## src/rtl/sar_oh_pkg.sv

```systemverilog
package sar_oh_pkg;

    typedef enum logic {
        ST_HOLD  = 1'b0,
        ST_TRACK = 1'b1
    } trk_state_e;

endpackage

```

## src/rtl/oh_parity_chk.sv

```systemverilog
module oh_parity_chk #(
    parameter int W = 8
) (
    input  logic [W-1:0] field,
    input  logic         par,
    output logic         good
);
    // odd parity: total number of ones across field and parity bit is odd
    always_comb begin
        good = ^{field, par};
    end
endmodule

```

## src/rtl/oh_sat_cnt.sv

```systemverilog
module oh_sat_cnt #(
    parameter int W = 16
) (
    input  logic         clk,
    input  logic         rst_n,
    input  logic         inc,
    output logic [W-1:0] cnt
);
    localparam logic [W-1:0] MAXV = {W{1'b1}};

    logic [W-1:0] cnt_q;

    always_ff @(posedge clk) begin
        if (!rst_n) begin
            cnt_q <= '0;
        end else if (inc && cnt_q != MAXV) begin
            cnt_q <= cnt_q + 1'b1;
        end
    end

    assign cnt = cnt_q;


    sat_step_chk: assert property (@(posedge clk) disable iff (!rst_n)
        inc |=> (cnt_q == $past(cnt_q) + 1'b1) || ($past(cnt_q) == MAXV && cnt_q == MAXV));


    sat_hold_chk: assert property (@(posedge clk) disable iff (!rst_n)
        !inc |=> $stable(cnt_q));
endmodule

```

## src/rtl/oh_persist_trk.sv

```systemverilog
module oh_persist_trk
    import sar_oh_pkg::*;
#(
    parameter int FIELD_W = 8,
    parameter int PW      = 4
) (
    input  logic               clk,
    input  logic               rst_n,
    input  logic               sel,      // good-parity packet for this channel
    input  logic [FIELD_W-1:0] field,
    input  logic [PW-1:0]      n_eff,    // threshold, never zero
    output logic [FIELD_W-1:0] acc_o,
    output logic               acc_hit,
    output logic               inc_hit
);
    localparam logic [PW-1:0] CNT_MAX = {PW{1'b1}};
    localparam logic [PW-1:0] ONE     = {{(PW-1){1'b0}}, 1'b1};

    trk_state_e         state_q, state_n;
    logic [FIELD_W-1:0] cand_q, cand_n;
    logic [FIELD_W-1:0] acc_q, acc_n;
    logic [PW-1:0]      cnt_q, cnt_n;
    logic [PW-1:0]      cnt_inc;

    // state register
    always_ff @(posedge clk) begin
        if (!rst_n) begin
            state_q <= ST_HOLD;
            cand_q  <= '0;
            acc_q   <= '0;
            cnt_q   <= '0;
        end else begin
            state_q <= state_n;
            cand_q  <= cand_n;
            acc_q   <= acc_n;
            cnt_q   <= cnt_n;
        end
    end

    // next state and outputs
    always_comb begin
        state_n = state_q;
        cand_n  = cand_q;
        acc_n   = acc_q;
        cnt_n   = cnt_q;
        acc_hit = 1'b0;
        inc_hit = 1'b0;
        cnt_inc = (cnt_q == CNT_MAX) ? cnt_q : cnt_q + 1'b1;
        if (sel) begin
            inc_hit = (field != acc_q);
            unique case (state_q)
                ST_HOLD: begin
                    if (field != acc_q) begin
                        cand_n = field;
                        cnt_n  = ONE;
                        if (n_eff <= ONE) begin
                            acc_n   = field;
                            acc_hit = 1'b1;
                        end else begin
                            state_n = ST_TRACK;
                        end
                    end else begin
                        cnt_n = cnt_inc;
                    end
                end
                ST_TRACK: begin
                    if (field == acc_q) begin
                        // revert
                        cand_n  = field;
                        cnt_n   = ONE;
                        state_n = ST_HOLD;
                    end else if (field == cand_q) begin
                        cnt_n = cnt_inc;
                        if (cnt_inc >= n_eff) begin
                            // adopt
                            acc_n   = field;
                            acc_hit = 1'b1;
                            state_n = ST_HOLD;
                        end
                    end else begin
                        // restart
                        cand_n = field;
                        cnt_n  = ONE;
                        if (n_eff <= ONE) begin
                            acc_n   = field;
                            acc_hit = 1'b1;
                            state_n = ST_HOLD;
                        end
                    end
                end
                default: state_n = ST_HOLD;
            endcase
        end
    end

    assign acc_o = acc_q;


    hold_match_chk: assert property (@(posedge clk) disable iff (!rst_n)
        (state_q == ST_HOLD) |-> (cand_q == acc_q));


    track_diff_chk: assert property (@(posedge clk) disable iff (!rst_n)
        (state_q == ST_TRACK) |-> (cand_q != acc_q && cnt_q != '0));


    acc_cause_chk: assert property (@(posedge clk) disable iff (!rst_n)
        !$stable(acc_q) |-> $past(sel));


    idle_keep_chk: assert property (@(posedge clk) disable iff (!rst_n)
        !sel |=> ($stable(acc_q) && $stable(cand_q) && $stable(state_q)));
endmodule

```

## src/rtl/sar_oh_acceptor.sv

```systemverilog
module sar_oh_acceptor #(
    parameter int NUM_CH  = 8,
    parameter int FIELD_W = 8,
    parameter int PW      = 4,
    parameter int CNT_W   = 16,
    localparam int CH_W   = (NUM_CH > 1) ? $clog2(NUM_CH) : 1
) (
    input  logic                      clk,
    input  logic                      rst_n,
    input  logic [PW-1:0]             cfg_persist,
    input  logic                      pkt_vld,
    input  logic [CH_W-1:0]           pkt_ch,
    input  logic [FIELD_W-1:0]        pkt_field,
    input  logic                      pkt_par,
    output logic [NUM_CH*FIELD_W-1:0] acc_values,
    output logic                      acc_evt,
    output logic                      inc_evt,
    output logic                      par_evt,
    output logic [CH_W-1:0]           evt_ch,
    output logic [CNT_W-1:0]          par_err_cnt
);
    localparam logic [PW-1:0] ONE = {{(PW-1){1'b0}}, 1'b1};

    logic              par_good;
    logic              par_bad;
    logic [PW-1:0]     n_eff;
    logic [NUM_CH-1:0] acc_hit_v;
    logic [NUM_CH-1:0] inc_hit_v;
    logic              acc_q, inc_q, par_q;
    logic [CH_W-1:0]   ch_q;

    oh_parity_chk #(.W(FIELD_W)) u_par (
        .field (pkt_field),
        .par   (pkt_par),
        .good  (par_good)
    );

    assign par_bad = pkt_vld && !par_good;
    assign n_eff   = (cfg_persist == '0) ? ONE : cfg_persist;

    for (genvar c = 0; c < NUM_CH; c++) begin : g_ch
        logic sel_c;
        assign sel_c = pkt_vld && par_good && (pkt_ch == CH_W'(c));
        oh_persist_trk #(.FIELD_W(FIELD_W), .PW(PW)) u_trk (
            .clk     (clk),
            .rst_n   (rst_n),
            .sel     (sel_c),
            .field   (pkt_field),
            .n_eff   (n_eff),
            .acc_o   (acc_values[c*FIELD_W +: FIELD_W]),
            .acc_hit (acc_hit_v[c]),
            .inc_hit (inc_hit_v[c])
        );
    end

    oh_sat_cnt #(.W(CNT_W)) u_cnt (
        .clk   (clk),
        .rst_n (rst_n),
        .inc   (par_bad),
        .cnt   (par_err_cnt)
    );

    always_ff @(posedge clk) begin
        if (!rst_n) begin
            acc_q <= 1'b0;
            inc_q <= 1'b0;
            par_q <= 1'b0;
            ch_q  <= '0;
        end else begin
            acc_q <= |acc_hit_v;
            inc_q <= |inc_hit_v;
            par_q <= par_bad;
            if (pkt_vld) begin
                ch_q <= pkt_ch;
            end
        end
    end

    assign acc_evt = acc_q;
    assign inc_evt = inc_q;
    assign par_evt = par_q;
    assign evt_ch  = ch_q;


    one_channel_chk: assert property (@(posedge clk) disable iff (!rst_n)
        $onehot0(acc_hit_v) && $onehot0(inc_hit_v));


    par_excl_chk: assert property (@(posedge clk) disable iff (!rst_n)
        par_evt |-> (!acc_evt && !inc_evt));


    acc_with_inc_chk: assert property (@(posedge clk) disable iff (!rst_n)
        acc_evt |-> inc_evt);


    no_pkt_quiet_chk: assert property (@(posedge clk) disable iff (!rst_n)
        !pkt_vld |=> (!acc_evt && !inc_evt && !par_evt && $stable(acc_values)));
endmodule

```

## config.mk

```make
export PLATFORM = sky130hd
export DESIGN_NAME = sar_oh_acceptor
export DESIGN_NICKNAME = d
export VERILOG_FILES = /design/src/rtl/sar_oh_pkg.sv /design/src/rtl/oh_parity_chk.sv /design/src/rtl/oh_sat_cnt.sv /design/src/rtl/oh_persist_trk.sv /design/src/rtl/sar_oh_acceptor.sv
export SDC_FILE = /design/constraint.sdc
export NUM_CORES = 1
export LEC_CHECK = 0
export BUFFER_PORTS_ARGS = -buffer_cell sky130_fd_sc_hd__buf_2
export CORE_AREA = 2 2 188 190
export DETAILED_ROUTE_END_ITERATION = 6
export DIE_AREA = 0 0 190 192
export REMOVE_ABC_BUFFERS = 1
export SLEW_MARGIN = 20
export SYNTH_ARGS = -nofsm -noshare
export SYNTH_HDL_FRONTEND = slang
export SYNTH_SLANG_ARGS = --single-unit
```

## constraint.sdc

```tcl
create_clock -name clk -period 3.9 [get_ports clk]
set_clock_uncertainty 0.2 [all_clocks]
set_input_delay 0.195 -clock clk [delete_from_list [all_inputs] [get_ports clk]]
set_output_delay 0.195 -clock clk [all_outputs]
set_load 0.01 [all_outputs]
```

# After elaboration in Yosys (flattened, before gate mapping)
# Index checks and enable logic that the tools add are counted.
[classes]
addsub = 9
n_mux = 219
n_eq_ne = 72
order_cmp = 9
n_reduce_logical = 33
n_bitwise = 8
[ops]
columns = ["cell", "n"]
rows = [
  ["2-to-1 mux 8 bit", 64],
  ["case mux 8 bit (2 select lines)", 16],
  ["2-to-1 mux 4 bit", 33],
  ["== test 8 bit", 16],
  ["2-to-1 mux 1 bit", 82],
  ["!= test 8 bit", 8],
  ["case mux 4 bit (2 select lines)", 8],
  ["!= test 3 bit, second input constant", 16],
  ["adder 4 x 1 -> 4 bit, second input constant", 8],
  ["== test 4 bit, second input constant", 8],
  [">= comparator 4 bit", 8],
  ["case mux 1 bit (2 select lines)", 16],
  ["AND reduction 4 bit", 8],
  ["AND reduction 3 bit", 8],
  ["adder 16 x 1 -> 16 bit, second input constant", 1],
  ["!= test 16 bit, second input constant", 1],
  ["!= test 2 x 1 -> 1 bit, second input constant", 8],
  ["!= test 2 bit, second input constant", 8],
  ["OR reduction 8 bit", 2],
  ["== test 3 bit, second input constant", 4],
  ["logical AND 1 bit", 11],
  ["XOR reduction 9 bit", 1],
  ["inverter 1 bit", 8],
  ["== test 3 x 2 -> 1 bit, second input constant", 2],
  ["5 further kinds", 5],
]
[totals]
output_inout_bits = 86
reg_bits = 190
inputBits = 19

# Logic depth before layout (Yosys ltp)
[depth]
ltp_word = 9
ltp_mapped = 12
mapped_depth_nobuf = 11

# Cells and area by module
# A second synthesis with hierarchy kept.
[unflattened]
hier_cells = 1247
area_unflattened_um2 = 10960.5
[modules_own_cells]
columns = ["module", "area_per_inst_um2", "seq_area_each_um2", "n_inst", "cells_per_inst"]
rows = [
  ["oh_persist_trk", 1216.2, 420.4, 8, 138],
  ["oh_sat_cnt", 837.1, 320.3, 1, 97],
  ["sar_oh_acceptor", 311.5, 120.1, 1, 39],
  ["oh_parity_chk", 82.6, 0.0, 1, 7],
]

# Least setup slack after synthesis
# No wires, ideal clock.
[synth_timing]
path_kind = "reg-to-reg"
start = "register g_ch[3].u_trk.cnt_q[0]"
end = "register acc_q (netlist: acc_evt)"
arrival_time_ns = 2.918
required_ns = 3.575
setup_ns = 0.125
stages_incl_launch_ff = 12
synth_period_minus_slack_ns = 3.243
setup_slack_ns = 0.657
path_cell_list = "dfxtp_1 ha_1 nand3_1 mux2_2 ha_1 a21o_1 maj3_1 a211oi_1 a211oi_1 buf_2 or2_0 o41a_1"
[synth_via]
elab_chain_len = 9
elab_cells_between_ends = 10
cone_classes = "1 x add/sub; 1 x order compare; 1 x eq/ne; 6 x mux; 1 x reduce/logical"
[synth_lines]
columns = ["element", "line_no", "text"]
rows = [
  ["start: declaration", "oh_persist_trk.sv:22", "logic [PW-1:0] cnt_q, cnt_n;"],
  ["start signal: assignment", "oh_persist_trk.sv:36", "cnt_q <= cnt_n;"],
  ["adder 4 x 1 -> 4 bit or == test 4 bit (tied branches)", "oh_persist_trk.sv:48", "cnt_inc = (cnt_q == CNT_MAX) ? cnt_q : cnt_q + 1'b1;"],
  ["2-to-1 mux 4 bit (*)", "oh_persist_trk.sv:48", ""],
  [">= comparator 4 bit (*)", "oh_persist_trk.sv:74", "if (cnt_inc >= n_eff) begin"],
  ["2-to-1 mux 1 bit (*)", "oh_persist_trk.sv:74", ""],
  ["2-to-1 mux 1 bit (*)", "oh_persist_trk.sv:72", "end else if (field == cand_q) begin"],
  ["2-to-1 mux 1 bit (*)", "oh_persist_trk.sv:67", "if (field == acc_q) begin"],
  ["case mux 1 bit (2 select lines) (*)", "oh_persist_trk.sv:51", "unique case (state_q)"],
  ["2-to-1 mux 1 bit (*)", "oh_persist_trk.sv:49", "if (sel) begin"],
  ["OR reduction 8 bit (*)", "sar_oh_acceptor.sv:70", "acc_q <= |acc_hit_v;"],
  ["end signal: assignment", "sar_oh_acceptor.sv:70", ""],
  ["end: declaration", "sar_oh_acceptor.sv:29", "logic acc_q, inc_q, par_q;"],
]
# Every way passes the cells marked *; elsewhere a longest branch is shown, timed or not.
# A chain may end at the register's enable or synchronous reset.

# Final worst setup path
[layout_timing]
start = "register g_ch[5].u_trk.cnt_q[0]"
end = "register g_ch[5].u_trk.acc_q[3]"
[layout_via]
elab_chain_len = 5
elab_cells_between_ends = 6
cone_classes = "1 x add/sub; 1 x order compare; 2 x eq/ne; 1 x mux; 1 x reduce/logical"
[layout_lines]
columns = ["element", "line_no", "text"]
rows = [
  ["start: declaration", "oh_persist_trk.sv:22", ""],
  ["start signal: assignment", "oh_persist_trk.sv:36", ""],
  ["adder 4 x 1 -> 4 bit or == test 4 bit (tied branches)", "oh_persist_trk.sv:48", ""],
  ["2-to-1 mux 4 bit (*)", "oh_persist_trk.sv:48", ""],
  [">= comparator 4 bit (*)", "oh_persist_trk.sv:74", ""],
  ["!= test 3 bit (no line) (*)", "--", ""],
  ["AND reduction 4 bit (no line) (*)", "--", ""],
  ["end signal: assignment", "oh_persist_trk.sv:35", "acc_q <= acc_n;"],
  ["end: declaration", "oh_persist_trk.sv:21", "logic [FIELD_W-1:0] acc_q, acc_n;"],
]
# Marked as above.

==> run metrics <==
status=finished, final reports clean; drt drc=0; Multi-input gate area=0.006242 sq mm; Synth cell types=62; fillers=3,512; full die area=0.03648 sq mm; Slew headroom=29.70%; CTS tree=built; Clock Sinks=190; post-synthesis xor/xnor area fraction=13.19%; CP endpoint=g_ch[5].u_trk.acc_o[3]; Routed Antenna Nets=0; area grow syn2layout=15.26%; EDFF count, synth=0; Worst Path Arrival=3660 ps; Pleak=5.052 nW; pwr dens=352.9 mW/mm^2; worst reg2reg path startpoint=g_ch[5].u_trk.cnt_q[0]; commonest cells after routing, fill and taps aside=190 x dfxtp_1, 110 x xor2_1, 103 x buf_2, 98 x nand3_1, 96 x nand2_1; Ys Warns=0; post-synthesis mux area share=8.164%; root buf cell=clkbuf_16; Period Utilization, post-route=90.35%; Die Wd=190 um; Synth Area in Adders=4.472%; Port Buffer Count=104; GPL Wtd Cong=0.8539; first-pass GRT wire length=44,000 um; Pwr Total=4.302 mW; reg-to-reg endpoint=g_ch[5].u_trk.acc_o[3]; syn avg cell area=8.917 sq um; Starting Density=30.84%; Post-Synthesis Cells=1,186; Slew Viols, Final=0; Critical Path Fanout Max=9; setup TNS=0 ps; FF+latch area=0.003804 sq mm; Max Freq=0.2838 GHz; total wire length=27,680 um; drt first-iter violations=445; Final min period=3524 ps; ratio of cells with drive above 1 in the final layout=16.74%; Synth Flop Type=dfxtp_1; Worst Setup SP=g_ch[5].u_trk.cnt_q[0]; DP HPWL=19,390 um; largest net degree at the start of global routing=98; vias per cell=4.829; RSZ-0062 raised after global routing=false; endpoints failing setup=0; CTS HTree Levels=4; CTS Buf Count=17; Yosys reg bits=190; total gr overflow=0; drt pass-1 iters=5; DR vias=8,373; initial antenna violation count=0; Hold WS=9.363 ps; Synth Area in Compound Gates=10.98%; CP endpoint kind=register; R2R depth=10; post-route cell area=0.01219 sq mm; Core ar.=0.03429 sq mm; final cell count without fillers=1,734; Placed Area=0.01152 sq mm; Synth Cell Area=0.01058 sq mm; post-synthesis sequential area ratio=35.97%; post-CTS sizing=0; crit path launch type=register; Worst-Margin Slew=1050 ps; largest family of logic cells by synthesized area=simple AND/OR/NAND/NOR gates; Worst Hold Class=in2reg; Core Rows=68; drt wl/cell=15.96 um; ys async rst share=0%; critical setup path kind=reg2reg; clk_lat worst skew=450 ps; Clock transition at path regs=70 ps; leading cell type in the layout, fill and taps excluded=dfxtp_1; vias in the first global route=7,943; worst path required time=4030 ps; Max IR drop VDD=0.0003491 V; Synth Area in Simple Gates=22.12%; nets=1,317; clk buf depth=2; number of max-cap violations=0; Die Span Y=192 um; R2R Setup Slk=380 ps; # IOs=105; Placed Instances=1,693; Final Hold Vio Count=0; GRT Overall Usage=15.37%
worst min path at each step:
stage | start | endpoint | slack (ps) | cells past startpoint
3_3_place_gp | evt_ch[0] | evt_ch[0] | 250 | 2
5_1_grt | pkt_field[6] | g_ch[5].u_trk.cand_q[6] | 5 | 3
3_5_place_dp | g_ch[7].u_trk.cand_q[2] | g_ch[7].u_trk.cand_q[2] | 260 | 2
2_1_floorplan | rst_n | g_ch[2].u_trk.cnt_q[1] | 120 | 1
6_report | pkt_field[6] | g_ch[5].u_trk.cand_q[6] | 9 | 3
4_1_cts | pkt_field[6] | g_ch[5].u_trk.cand_q[6] | 2 | 3
through the flow:
step / setup WS [ps] / utilization [%]
2_1_floorplan: 612.9 / -
3_3_place_gp: 359.4 / 33.61
3_5_place_dp: 308.7 / 33.61
4_1_cts: 311.1 / 35.54
5_1_grt: 98.51 / 35.54
6_report: 376.3 / 35.55
kinds of logic after synthesis:
logic type,Yosys count
simple gates,436
flops,190
compound gates,177
xor+xnor,155
buf+inv,104
mux,85
fa+ha+maj,39
flip-flops by register name, indices dropped and copies added (netlist names):
name and flops:
acc_evt 1, evt_ch 3, g_ch.u_trk.acc_o 64, g_ch.u_trk.cand_q 64
g_ch.u_trk.cnt_q 32, g_ch.u_trk.state_q 8, inc_evt 1, par_evt 1
u_cnt.cnt 16
repair_timing:
item,CTS,global route
hold endpoints to repair,9,0
hold buffers,8,0
setup buffers,0,0
synthesized netlist by cell type (all sizes together) (3+ instances only):
library cell / number / area (sq um)
and3: 3 / 18.77
nand2b: 10 / 62.56
a22oi: 5 / 37.54
nand2: 96 / 360.4
maj3: 6 / 60.06
nand3b: 8 / 63.81
buf: 48 / 329.1
ha: 33 / 412.9
nor2b: 78 / 488.0
a31o: 8 / 70.07
xor2: 111 / 979.7
xnor2: 43 / 391.6
a21boi: 29 / 217.7
a41oi: 7 / 61.31
a211oi: 7 / 52.55
or2: 7 / 43.79
mux2: 10 / 112.6
or3: 10 / 62.56
nand4: 20 / 125.1
dfxtp: 190 / 3804
a21oi: 26 / 130.1
nor3b: 8 / 65.06
nor2: 31 / 126.4
o21ai: 70 / 357.8
nor3: 16 / 80.08
mux2i: 75 / 750.7
a211o: 3 / 26.28
o221a: 7 / 78.83
nand3: 99 / 500.5
and2: 19 / 118.9
nor4: 28 / 196.4
inv: 18 / 67.56
a21o: 5 / 37.54
clkbuf: 37 / 138.9
worst max-delay path, stage by stage (launching register included):
cell and delay (ps):
dfxtp_1 410, ha_1 250, nand3_1 160, mux2_2 320
ha_1 290, a221oi_1 80, nor4_1 330, mux2i_1 170
nor3b_2 870, mux2i_1 270, nor2b_1 60
metal layers:
layer,vias up,wire length (um),GRT usage (%)
li1,4266,-,-
met1,3927,13710,20.88
met2,163,12580,24.90
met3,17,1046,3.015
met4,0,346,3.906
met5,-,0,0
area by class of cell:
type                            instances  area share [%]
Inverter                               19          0.5851
Tap cell                              455           4.670
Antenna cell                            1         0.02053
Sequential cell                       190           31.21
Multi-Input combinational cell        892           51.21
Clock buffer                           20           3.747
Timing Repair Buffer                  145           7.524
Clock inverter                         12           1.037
report_power, final:
group	switching (mW)	internal [mW]	total, mW
Clock	0.838	0.934	1.77
Combinational	0.317	0.207	0.523
Sequential	0.0304	1.98	2.01
(Power assumes the default switching activity.)
